File: src/rtl/scr_pkg.sv
package scr_pkg;
  localparam int          DATA_W     = 48;
  localparam int          LFSR_W     = 16;
  // feedback taps besides the top bit: s[11], s[2], s[0]
  localparam logic [15:0] TAP_MASK   = 16'h0805;
  localparam logic [15:0] SEED       = 16'hFFFF;
  localparam logic [47:0] ALIGN_WORD = 48'hF6F6F6282828;
endpackage

File: src/rtl/scr_keygen.sv
module scr_keygen #(
  parameter int              SW   = 16,
  parameter int              DW   = 48,
  parameter logic [SW-1:0]   TAPS = 16'h0805,
  parameter logic [SW-1:0]   SEED = 16'hFFFF
) (
  input  logic          clk,
  input  logic          rst_n,
  input  logic          step,
  input  logic          reseed,
  output logic [DW-1:0] ks
);
  logic [SW-1:0] state_q;
  logic [SW-1:0] state_jump;

  // one serial step of the register
  function automatic logic [SW-1:0] lfsr_adv(input logic [SW-1:0] s);
    return {s[SW-2:0], s[SW-1] ^ (^(s & TAPS))};
  endfunction

  // DW keystream bits, earliest in the MSB
  function automatic logic [DW-1:0] ks_word(input logic [SW-1:0] s);
    logic [SW-1:0] st;
    logic [DW-1:0] w;
    st = s;
    for (int i = 0; i < DW; i++) begin
      w[DW-1-i] = st[SW-1];
      st = lfsr_adv(st);
    end
    return w;
  endfunction

  function automatic logic [SW-1:0] state_after(input logic [SW-1:0] s);
    logic [SW-1:0] st;
    st = s;
    for (int i = 0; i < DW; i++) st = lfsr_adv(st);
    return st;
  endfunction

  assign ks         = ks_word(state_q);
  assign state_jump = state_after(state_q);

  always_ff @(posedge clk or negedge rst_n) begin
    if (!rst_n)      state_q <= SEED;
    else if (reseed) state_q <= SEED;
    else if (step)   state_q <= state_jump;
  end

  // a start-of-frame beat leaves the seed in the register
  p_reseed_r7: assert property (@(posedge clk) disable iff (!rst_n)
    reseed |=> (state_q == SEED));
  // no valid beat, no movement
  p_hold_r8: assert property (@(posedge clk) disable iff (!rst_n)
    (!step && !reseed) |=> $stable(state_q));
  // seeded out of reset
  p_seed_r1: assert property (@(posedge clk)
    !rst_n |=> (state_q == SEED) || !rst_n);
endmodule

File: src/rtl/scr_mixer.sv
module scr_mixer #(
  parameter int            DW    = 48,
  parameter logic [DW-1:0] ALIGN = 48'hF6F6F6282828
) (
  input  logic          clk,
  input  logic          rst_n,
  input  logic          in_valid,
  input  logic          in_sof,
  input  logic          insert_aw,
  input  logic [DW-1:0] in_data,
  input  logic [DW-1:0] ks,
  output logic          out_valid,
  output logic [DW-1:0] out_data
);
  logic [DW-1:0] whitened;
  logic [DW-1:0] sof_word;
  logic [DW-1:0] next_word;

  assign whitened  = in_data ^ ks;
  assign sof_word  = insert_aw ? ALIGN : in_data;

  always_comb begin
    if (!in_valid)   next_word = '1;
    else if (in_sof) next_word = sof_word;
    else             next_word = whitened;
  end

  always_ff @(posedge clk or negedge rst_n) begin
    if (!rst_n) begin
      out_valid <= 1'b0;
      out_data  <= '1;
    end else begin
      out_valid <= in_valid;
      out_data  <= next_word;
    end
  end

  // one cycle from input to output
  p_latency_r2: assert property (@(posedge clk) disable iff (!rst_n)
    in_valid |=> out_valid);
  // idle pattern
  p_idle_ones_r8: assert property (@(posedge clk) disable iff (!rst_n)
    !in_valid |=> (!out_valid && (out_data == '1)));
  // alignment insertion
  p_align_r5: assert property (@(posedge clk) disable iff (!rst_n)
    (in_valid && in_sof && insert_aw) |=> (out_data == ALIGN));
  // pass-through of the alignment beat
  p_pass_r6: assert property (@(posedge clk) disable iff (!rst_n)
    (in_valid && in_sof && !insert_aw) |=> (out_data == $past(in_data)));
endmodule

File: src/rtl/frame_scrambler.sv
module frame_scrambler
  import scr_pkg::*;
#(
  parameter int                DW    = DATA_W,
  parameter int                SW    = LFSR_W,
  parameter logic [LFSR_W-1:0] TAPS  = TAP_MASK,
  parameter logic [LFSR_W-1:0] SEEDV = SEED,
  parameter logic [DATA_W-1:0] ALIGN = ALIGN_WORD
) (
  input  logic          clk,
  input  logic          rst_n,
  input  logic          in_valid,
  input  logic          in_sof,
  input  logic          insert_aw,
  input  logic [DW-1:0] in_data,
  output logic          out_valid,
  output logic [DW-1:0] out_data
);
  // named events for the checks
  logic          ev_scramble;
  logic          ev_reseed;
  logic [DW-1:0] ks;

  assign ev_scramble = in_valid && !in_sof;
  assign ev_reseed   = in_valid && in_sof;

  scr_keygen #(.SW(SW), .DW(DW), .TAPS(TAPS), .SEED(SEEDV)) u_keygen (
    .clk    (clk),
    .rst_n  (rst_n),
    .step   (ev_scramble),
    .reseed (ev_reseed),
    .ks     (ks)
  );

  scr_mixer #(.DW(DW), .ALIGN(ALIGN)) u_mixer (
    .clk       (clk),
    .rst_n     (rst_n),
    .in_valid  (in_valid),
    .in_sof    (in_sof),
    .insert_aw (insert_aw),
    .in_data   (in_data),
    .ks        (ks),
    .out_valid (out_valid),
    .out_data  (out_data)
  );

  // a scrambled beat never shows the plain word when the keystream is nonzero
  p_scramble_r3: assert property (@(posedge clk) disable iff (!rst_n)
    (ev_scramble && (ks != '0)) |=> (out_data != $past(in_data)));
endmodule

File: config.mk
export PLATFORM = sky130hd
export DESIGN_NAME = frame_scrambler
export DESIGN_NICKNAME = d
export VERILOG_FILES = /design/src/rtl/scr_pkg.sv /design/src/rtl/scr_keygen.sv /design/src/rtl/scr_mixer.sv /design/src/rtl/frame_scrambler.sv
export SDC_FILE = /design/constraint.sdc
export NUM_CORES = 1
export LEC_CHECK = 0
export ABC_AREA = 1
export BUFFER_PORTS_ARGS = -buffer_cell sky130_fd_sc_hd__buf_4
export CORE_AREA = 2 2 115 128
export DETAILED_ROUTE_END_ITERATION = 12
export DIE_AREA = 0 0 117 130
export GPL_ROUTABILITY_DRIVEN = 1
export PLACE_DENSITY = 0.79
export SYNTH_ARGS = -nofsm -noshare
export SYNTH_HDL_FRONTEND = slang
export SYNTH_HIERARCHICAL = 1
export SYNTH_SLANG_ARGS = --single-unit
File: constraint.sdc
create_clock -name clk -period 6.16 [get_ports clk]
set_input_delay 1.848 -clock clk [delete_from_list [all_inputs] [get_ports clk]]
set_output_delay 1.848 -clock clk [all_outputs]
set_load 0.05 [all_outputs]
==> flow_summary.json, run 1 <==
{
  "outcome": "complete, but fails checks",
  "violations": "negative setup slack",
  "fin_ws_ps": -1860,
  "area_growth_pct": 62.9,
  "vias_per_cell": 5.70,
  "core_mm2": 0.0141,
  "clock_path_buffers": 2,
  "critical_path_class": "reg2reg",
  "globalplace.congestion": 0.919,
  "rows": 46,
  "grt_pass1_wl_um": 31700,
  "startpoint_type": "register",
  "post_route_cells_drive_above_1_share_pct": 60.4,
  "antenna_found_initial": 0,
  "rsz0062_at_grt": "true",
  "dieArea_mm2": 0.0152,
  "antennaDiodeCount": 0,
  "insertion_delay_ps": 350,
  "cts_made_buffers": 9,
  "drt_iter0_markers": 758,
  "holdBufCountCts": 0,
  "vias": 7591,
  "htree_num_levels": 3,
  "portBuffers": 101,
  "die_height_um": 130,
  "post-route-period-util_pct": 130,
  "clk_root_buffer_cell": "clkbuf_16",
  "max_stage_delay_ps": 560,
  "nets": 1187,
  "worst_slew_pin_slew_ps": 1390,
  "first_pass_iters": 8,
  "arrival_ps": 8310,
  "antenna_left": 0,
  "min_period_ps": 8020,
  "finalInstanceArea_mm2": 0.0101,
  "start_util_pct": 43.9,
  "path_common_cell": "nand2_4",
  "drt_wl_total_um": 27100,
  "cp-end-kind": "register",
  "grt_usage_pct": 26.6,
  "fillerInstances": 896,
  "synth.avg_cell_area_um2": 7.15,
  "ys_warn_count": 6,
  "grt_pass1_vias": 6707,
  "die_x_um": 117,
  "drv_cap": 0,
  "syn_nets": 918,
  "max_clock_freq_mhz": 125,
  "fin_skew_ps": 10.2,
  "clk_pin_slew_ps": 70,
  "cts_tree": "built",
  "yosys-top-cells-area": "dfstp_2 (27%), nand2_1 (18%), nand2_2 (8.7%), nand3_1 (8.3%), nand2_4 (7.8%)",
  "synth_top_area_share_pct": 27.2,
  "ys_seq_area_share_pct": 27.6,
  "routedWlPerCell_um": 20.3,
  "cp_max_fo": 5,
  "ys_types": 34,
  "fin_tns_setup_ps": -16910,
  "hold_class": "reg2reg",
  "maxSlewHeadroom_pct": 7.03,
  "gr-total-overflow": 0,
  "synth-seq-cells": 65,
  "syn_area_mm2": 0.00618,
  "drc_errors": 0,
  "dpl-instance-area_mm2": 0.00801,
  "syn_inst": 865,
  "grt_max_degree": 66,
  "setup_viol": 15,
  "cp.required_ps": 6450,
  "synth_top_area_cell": "dfstp_2",
  "clock-sinks": 65,
  "hpwl_um": 13200,
  "critPathSlowestCell": "dfstp_2",
  "boundaryPins": 102,
  "hold_violations": 0,
  "slew_violations": 0
}
## synthesized netlist by cell type
cell type  number
nand2_1       298
nand3_1       102
nand2_2        86
inv_1          76
dfstp_2        64
nand2_4        43
xor2_1         43
nand3_2        28
nand3b_1       28
inv_2          21
buf_2           9
nor2_1          7
a21oi_1         5
a22oi_1         5
buf_6           5
nor2_2          4
o21ai_0         4
xnor2_1         4
a31oi_1         3
a32oi_1         3
buf_4           3
clkbuf_1        3
nand2_8         3
nand3_4         3
nor3_1          3
clkinv_1        2
inv_4           2
xor2_2          2
and2_1          1
buf_1           1
dfrtp_1         1
nand3b_2        1
xnor2_2         1
xor2_4          1
## path summary, 6_finish.rpt
kind	from	to	cells after the start	slack, ps
max reg2reg	u_keygen/state_q[10]	u_keygen/state_q[0]	75	-1860
max in group asynchronous	rst_n	u_mixer/out_valid	1	4030
max	u_keygen/state_q[10]	u_keygen/state_q[0]	75	-1860
min	u_keygen/state_q[11]	u_keygen/state_q[11]	3	620
min reg2reg	u_keygen/state_q[11]	u_keygen/state_q[11]	3	620
min in group asynchronous	rst_n	u_mixer/out_valid	1	1620
## layer usage
metal / vias to the layer above / track usage (%) / part of all wire (%)
li1: 3237 / - / -
met2: 559 / 48.8 / 50
met5: - / 0 / 0
met1: 3562 / 29.1 / 33
met4: 0 / 13.3 / 9.3
met3: 233 / 4.64 / 7.6
## per-stage QoR
stage	worst slack, ps	hold WS (ps)	std cells	utilization, %
after floorplan	-289	470	865	-
after global placement	-693	576	1259	56.8
after detailed placement	-829	576	1259	56.8
after CTS	-710	588	1306	64.4
after global routing	-2150	617	1331	71.4
final	-1860	624	1331	71.4
## layout by cell type (no fill, tap or decap), types with 3 or more instances in the layout
cell       instances
buf_4            276
nand2_1          230
nand2_4          110
nand2_2           67
inv_1             66
dfstp_2           64
nand3_1           60
nand3_2           46
xor2_1            41
nand3b_1          28
nand3_4           27
inv_2             23
nand2_8           23
inv_4             10
clkbuf_16          9
nor2_1             5
a21oi_1            5
nor2_4             4
xnor2_1            4
xor2_4             3
nor3_1             3
o21ai_1            3
a22oi_2            3
a32oi_2            3
buf_6              3
## cell families (layout without fill, tap and decap cells)
| group | count (synthesis) | count (layout) | share of synthesized area, % |
|---|---|---|---|
| flip-flops | 65 | 65 | 27.6 |
| AND/OR/NAND/NOR | 607 | 607 | 54.0 |
| XOR/XNOR | 51 | 51 | 7.89 |
| buffers and inverters | 122 | 396 | 8.46 |
| AO/OA/AOI/OAI | 20 | 20 | 2.06 |
## registers in the layout, summed over array words and instances, names as in the netlist
register           flops
u_keygen/state_q      16
u_mixer/out_data      48
u_mixer/out_valid      1
## timing repair
| action | in CTS | in global routing |
|---|---|---|
| setup buffers | 31 | 25 |
| setup endpoints to repair | 11 | 15 |
| gates resized for setup | 116 | 165 |
| pin swaps | 36 | 78 |
## worst max-delay path: cells and delay by family, from the launching register on
family,cells,cell delay (ps)
AND/OR/NAND/NOR,64,6560
buffers and inverters,11,790
flip-flops,1,560
## cell type report
type                       count  area, um^2  area share, %
clock inverter                 6        90.1          0.894
multi-input combinational    678        5280           52.4
clock buffer                  10         239           2.37
sequential                    65        1710           16.9
timing repair buffer         279        2110           20.9
tap                          192         240           2.39
inverter                     101         412           4.09
Power of run 1 is left out: the tool's default activity adds up to more than one toggle a clock period on the data nets, which glitch-free logic cannot reach.
==> run 2, diff against run 1 <==
--- a/config.mk
+++ b/config.mk
@@ -8,6 +8,7 @@
 export ABC_AREA = 1
 export BUFFER_PORTS_ARGS = -buffer_cell sky130_fd_sc_hd__buf_4
 export CORE_AREA = 2 2 115 128
+export CTS_BUF_LIST = sky130_fd_sc_hd__clkbuf_4
 export DETAILED_ROUTE_END_ITERATION = 12
 export DIE_AREA = 0 0 117 130
 export GPL_ROUTABILITY_DRIVEN = 1
==> run 2 against run 1 <==
Against the previous run: the flow still finishes with violations (negative setup slack); routed wire length is 16% lower; global-route usage is 1.7 points lower; die area stayed put; first-iteration DRC count is 20% lower; worst setup slack better by 280 ps; non-clock buffer count is 6 lower; via count is 6.6% lower; hold slack worse by 13 ps; critical path depth is 5 lower; cell area is 4.4% lower; utilization is 3.1 points lower; clock skew is 17 ps higher.
==> flow_summary.json, run 2 (synthesized netlist as in run 1, its figures left out) <==
{
  "antenna_found_initial": 0,
  "top_regs": "u_mixer/out_data (48), u_keygen/state_q (16), u_mixer/out_valid (1)",
  "clk_root_buffer_cell": "clkbuf_4",
  "core_mm2": 0.0141,
  "hp-start": "u_keygen/state_q[11]",
  "r2r_end": "u_keygen/state_q[0]",
  "violations": "negative setup slack",
  "met3_usage_pct": 4.23,
  "cp-end-kind": "register",
  "vias_per_cell": 5.35,
  "max_clock_freq_mhz": 129,
  "largest_reg_flops": 48,
  "met1_usage_pct": 27.8,
  "use_met2_pct": 45.2,
  "grt_max_degree": 66,
  "rsz0062_at_grt": "true",
  "max_flop_register": "u_mixer/out_data",
  "rr_worst_depth": 70,
  "grt_pass1_vias": 6504,
  "final_cell_mix": "buf_4 (269), nand2_1 (230), nand2_4 (107), nand2_2 (83), inv_1 (66)",
  "critPathSlowestCell": "dfstp_2",
  "boundaryPins": 102,
  "gr-total-overflow": 0,
  "layout_commonest_cell": "buf_4",
  "crit_buf_inv": 4,
  "drc_errors": 0,
  "drt_iter0_markers": 604,
  "r2r_setup_slack_ps": -1580,
  "r2r_start": "u_keygen/state_q[0]",
  "cp_top_family": "simple AND/OR/NAND/NOR gates",
  "hold_violations": 0,
  "area_growth_pct": 55.7,
  "post_route_cells_drive_above_1_share_pct": 59.8,
  "grt_pass1_wl_um": 29800,
  "drt_wl_total_um": 22700,
  "arrival_ps": 8140,
  "hold_class": "reg2reg",
  "die_x_um": 117,
  "maxSlewHeadroom_pct": 22.4,
  "setup_viol": 15,
  "globalplace.congestion": 0.919,
  "max_stage_delay_ps": 670,
  "drv_cap": 0,
  "worst_slew_pin_slew_ps": 1160,
  "routedWlPerCell_um": 17.1,
  "dieArea_mm2": 0.0152,
  "dp_slack_ps": -829,
  "cp.required_ps": 6560,
  "min_period_ps": 7740,
  "holdPathStages": 3,
  "portBuffers": 101,
  "hold-path-endpoint": "u_keygen/state_q[11]",
  "first_pass_iters": 6,
  "clk_pin_slew_ps": 140,
  "top_usage_layer": "met2",
  "cts_tree": "built",
  "vias": 7092,
  "fin_skew_ps": 27.1,
  "die_height_um": 130,
  "path_common_cell": "nand2_4",
  "insertion_delay_ps": 440,
  "critical_path_class": "reg2reg",
  "nets": 1181,
  "cp_max_fo": 5,
  "outcome": "complete, but fails checks",
  "rows": 46,
  "fin_ws_ps": -1580,
  "start_util_pct": 43.9,
  "post-route-period-util_pct": 126,
  "slew_violations": 0,
  "cts_made_buffers": 9,
  "antenna_left": 0,
  "grt_usage_pct": 24.8,
  "startpoint_type": "register",
  "clock-sinks": 65,
  "htree_num_levels": 3,
  "clock_path_buffers": 2,
  "hpwl_um": 13200
}
## run 2: changes by cell type in the layout (fill, tap and decap cells not counted), moves of 3 or more
| cell | previous run | this run |
|---|---|---|
| nand2_2 | 67 | 83 |
| buf_4 | 276 | 269 |
| clkbuf_4 | 0 | 9 |
| o21ai_1 | 3 | 0 |
| nand3_1 | 60 | 64 |
| clkbuf_16 | 9 | 0 |
| nand2_8 | 23 | 10 |
| nand3_4 | 27 | 23 |
| nand2_4 | 110 | 107 |
## run 2: worst max-delay path by stage
stage	from	to	slack (ps)	cells past startpoint
2_1_floorplan	u_keygen/state_q[0]	u_keygen/state_q[0]	-290	80
3_3_place_gp	u_keygen/state_q[0]	u_keygen/state_q[0]	-690	77
3_5_place_dp	u_keygen/state_q[0]	u_keygen/state_q[0]	-830	75
4_1_cts	u_keygen/state_q[0]	u_keygen/state_q[0]	-680	74
5_1_grt	u_keygen/state_q[0]	u_keygen/state_q[0]	-1810	70
6_report	u_keygen/state_q[0]	u_keygen/state_q[0]	-1580	70
## run 2: worst min-delay path, stage by stage (launching register included)
cell	delay (ps)
dfstp_2	410
inv_2	50
buf_4	100
a22oi_2	60
## run 2: metal layers
metal  share of wire (%)  routed length (um)  up-vias
met2                  52               11800      365
met4                 6.8                1530        0
met3                 5.6                1270      130
li1                    -                   -     3236
met5                   0                   0        -
met1                  35                8030     3361
## run 2: metrics by stage
stage	hold slack, ps	area [um^2]	setup TNS [ps]	util (%)	instances
6_report	611	9630	-12870	68.3	1326
5_1_grt	634	9630	-16140	68.3	1325
4_1_cts	597	8840	-3600	62.7	1302
3_5_place_dp	576	8010	-4670	56.8	1259
3_3_place_gp	576	8010	-3540	56.8	1259
2_1_floorplan	470	6240	-923	-	865
## run 2: layout make-up
class | instances | area [um^2]
multi-input cells | 678 | 5020
flip-flops and latches | 65 | 1710
fillers | 971 | 4470
repair buffers | 273 | 2080
clock buffers | 9 | 67.6
diodes | 1 | 2.50
inverters | 101 | 414
well taps | 192 | 240
clock inverters | 7 | 93.8
## run 2: repair_timing
| item | 4_1_cts | 5_1_grt |
|---|---|---|
| buffers inserted | 27 | 23 |
| gates resized for setup | 106 | 134 |
| endpoints found under the setup margin | 11 | 15 |
| hold buffers | 0 | 0 |
| pin swaps | 29 | 38 |
Power of run 2 is left out for the same reason.
==> run 3, diff against run 2 <==
--- a/config.mk
+++ b/config.mk
@@ -13,6 +13,7 @@
 export DIE_AREA = 0 0 117 130
 export GPL_ROUTABILITY_DRIVEN = 1
 export PLACE_DENSITY = 0.79
+export RECOVER_POWER = 100
 export SYNTH_ARGS = -nofsm -noshare
 export SYNTH_HDL_FRONTEND = slang
 export SYNTH_HIERARCHICAL = 1
==> run 3 against run 2 <==
Against the previous run: the flow finishes with violations (max-capacitance violations, max-slew violations, negative setup slack); die area stayed put; utilization decreased by 1.4 points; cell count did not move; non-clock buffer count did not move; routed wire length rose by 0.66%; clock skew up 0.88 ps; clock-buffer cell count is the same; hold slack better by 2.9 ps; global-route usage stayed put; critical path type unchanged; highest routed layer unchanged.
==> flow_summary.json, run 3 (synthesized netlist as in run 1, its figures left out) <==
{
  "routedWlPerCell_um": 17.2,
  "grt_pass1_wl_um": 29800,
  "worst_slew_pin_slew_ps": 3520,
  "core_mm2": 0.0141,
  "hold_class": "reg2reg",
  "antenna_found_initial": 0,
  "setup_viol": 15,
  "holdPathStages": 3,
  "critical_path_class": "reg2reg",
  "hold_violations": 0,
  "path_common_cell": "nand2_4",
  "drv_cap": 3,
  "drc_errors": 0,
  "dieArea_mm2": 0.0152,
  "max_clock_freq_mhz": 130,
  "first_pass_iters": 5,
  "post-route-period-util_pct": 125,
  "critPathSlowestCell": "dfstp_2",
  "min_period_ps": 7710,
  "clock-sinks": 65,
  "area_growth_pct": 52.5,
  "drt_iter0_markers": 574,
  "top_regs": "u_mixer/out_data (48), u_keygen/state_q (16), u_mixer/out_valid (1)",
  "hp-start": "u_keygen/state_q[11]",
  "grt_pass1_vias": 6504,
  "cts_made_buffers": 9,
  "portBuffers": 101,
  "globalplace.congestion": 0.919,
  "max_stage_delay_ps": 670,
  "cp-end-kind": "register",
  "cp.required_ps": 6570,
  "start_util_pct": 43.9,
  "arrival_ps": 8120,
  "gr-total-overflow": 0,
  "violations": "max-capacitance violations, max-slew violations, negative setup slack",
  "cp_max_fo": 5,
  "grt_max_degree": 66,
  "htree_num_levels": 3,
  "rsz0062_at_grt": "true",
  "die_height_um": 130,
  "boundaryPins": 102,
  "nets": 1181,
  "post_route_cells_drive_above_1_share_pct": 55.1,
  "clk_root_buffer_cell": "clkbuf_4",
  "layout_commonest_cell": "nand2_1",
  "vias_per_cell": 5.38,
  "cts_tree": "built",
  "grt_usage_pct": 24.8,
  "vias": 7137,
  "rows": 46,
  "rr_worst_depth": 70,
  "startpoint_type": "register",
  "die_x_um": 117,
  "maxSlewHeadroom_pct": -135,
  "place_inst": 1259,
  "slew_violations": 165,
  "fin_skew_ps": 28.0,
  "clk_pin_slew_ps": 150,
  "hpwl_um": 13200,
  "fin_ws_ps": -1550,
  "fin_cells": 1326,
  "holdBufCountCts": 0,
  "final_cell_mix": "nand2_1 (230), buf_4 (217), nand2_4 (107), nand2_2 (83), inv_1 (67)",
  "drt_wl_total_um": 22800,
  "antenna_left": 0,
  "max_flop_register": "u_mixer/out_data",
  "r2r_setup_slack_ps": -1550,
  "insertion_delay_ps": 450,
  "r2r_start": "u_keygen/state_q[0]",
  "clock_path_buffers": 2,
  "r2r_end": "u_keygen/state_q[0]",
  "largest_reg_flops": 48,
  "outcome": "complete, but fails checks",
  "hold-path-endpoint": "u_keygen/state_q[11]"
}
==> run 3: cell types whose count changed in the layout (fill, tap and decap cells not counted), sizes merged <==
cell / previous run / this run
clkbuf: 9 / 61
buf: 273 / 221
==> run 3: how the worst max path moves through the flow <==
| stage | startpoint | endpoint | slack (ps) | cells after the start |
|---|---|---|---|---|
| 6_report | u_keygen/state_q[0] | u_keygen/state_q[0] | -1550 | 70 |
| 5_1_grt | u_keygen/state_q[0] | u_keygen/state_q[0] | -1810 | 70 |
| 4_1_cts | u_keygen/state_q[0] | u_keygen/state_q[0] | -680 | 74 |
| 3_5_place_dp | u_keygen/state_q[0] | u_keygen/state_q[0] | -830 | 75 |
| 3_3_place_gp | u_keygen/state_q[0] | u_keygen/state_q[0] | -690 | 77 |
| 2_1_floorplan | u_keygen/state_q[0] | u_keygen/state_q[0] | -290 | 80 |
==> run 3: per-layer routing <==
metal	GRT usage, %	vias to the layer above	routed length (um)
li1	-	3234	-
met4	12.2	0	1550
met2	45.2	381	11900
met5	0	-	0
met3	4.23	136	1390
met1	27.8	3386	7960
==> run 3: repair_timing <==
action | in CTS | in global routing
cloned | 0 | 0
buffers inserted | 27 | 23
pin swaps | 29 | 38
resized for setup | 106 | 134
endpoints found under the setup margin | 11 | 15
==> run 3: worst max-delay path: cells and delay by family (launching register included) <==
kind                   cells  cell delay [ps]
AND/OR/NAND/NOR           65             6420
flip-flops                 1              670
buffers and inverters      4              300
XOR/XNOR                   1              240
==> run 3: layout make-up <==
class | instances | area (um^2)
Multi-Input combinational cell | 678 | 5020
Fill cell | 1027 | 4670
Timing Repair Buffer | 273 | 1890
Sequential cell | 65 | 1710
Inverter | 101 | 414
Tap cell | 192 | 240
Clock inverter | 7 | 93.8
Clock buffer | 9 | 67.6
Antenna cell | 1 | 2.50
==> run 3: per-stage QoR <==
step	hold slack (ps)	setup TNS, ps	area, um^2	setup WS, ps	utilization (%)
global placement	576	-3540	8010	-693	56.8
floorplan	470	-923	6240	-289	-
finish	614	-12510	9430	-1550	66.9
detailed placement	576	-4670	8010	-829	56.8
global route	634	-16140	9430	-1810	66.9
CTS	597	-3600	8840	-684	62.7
Power of run 3 is left out for the same reason.
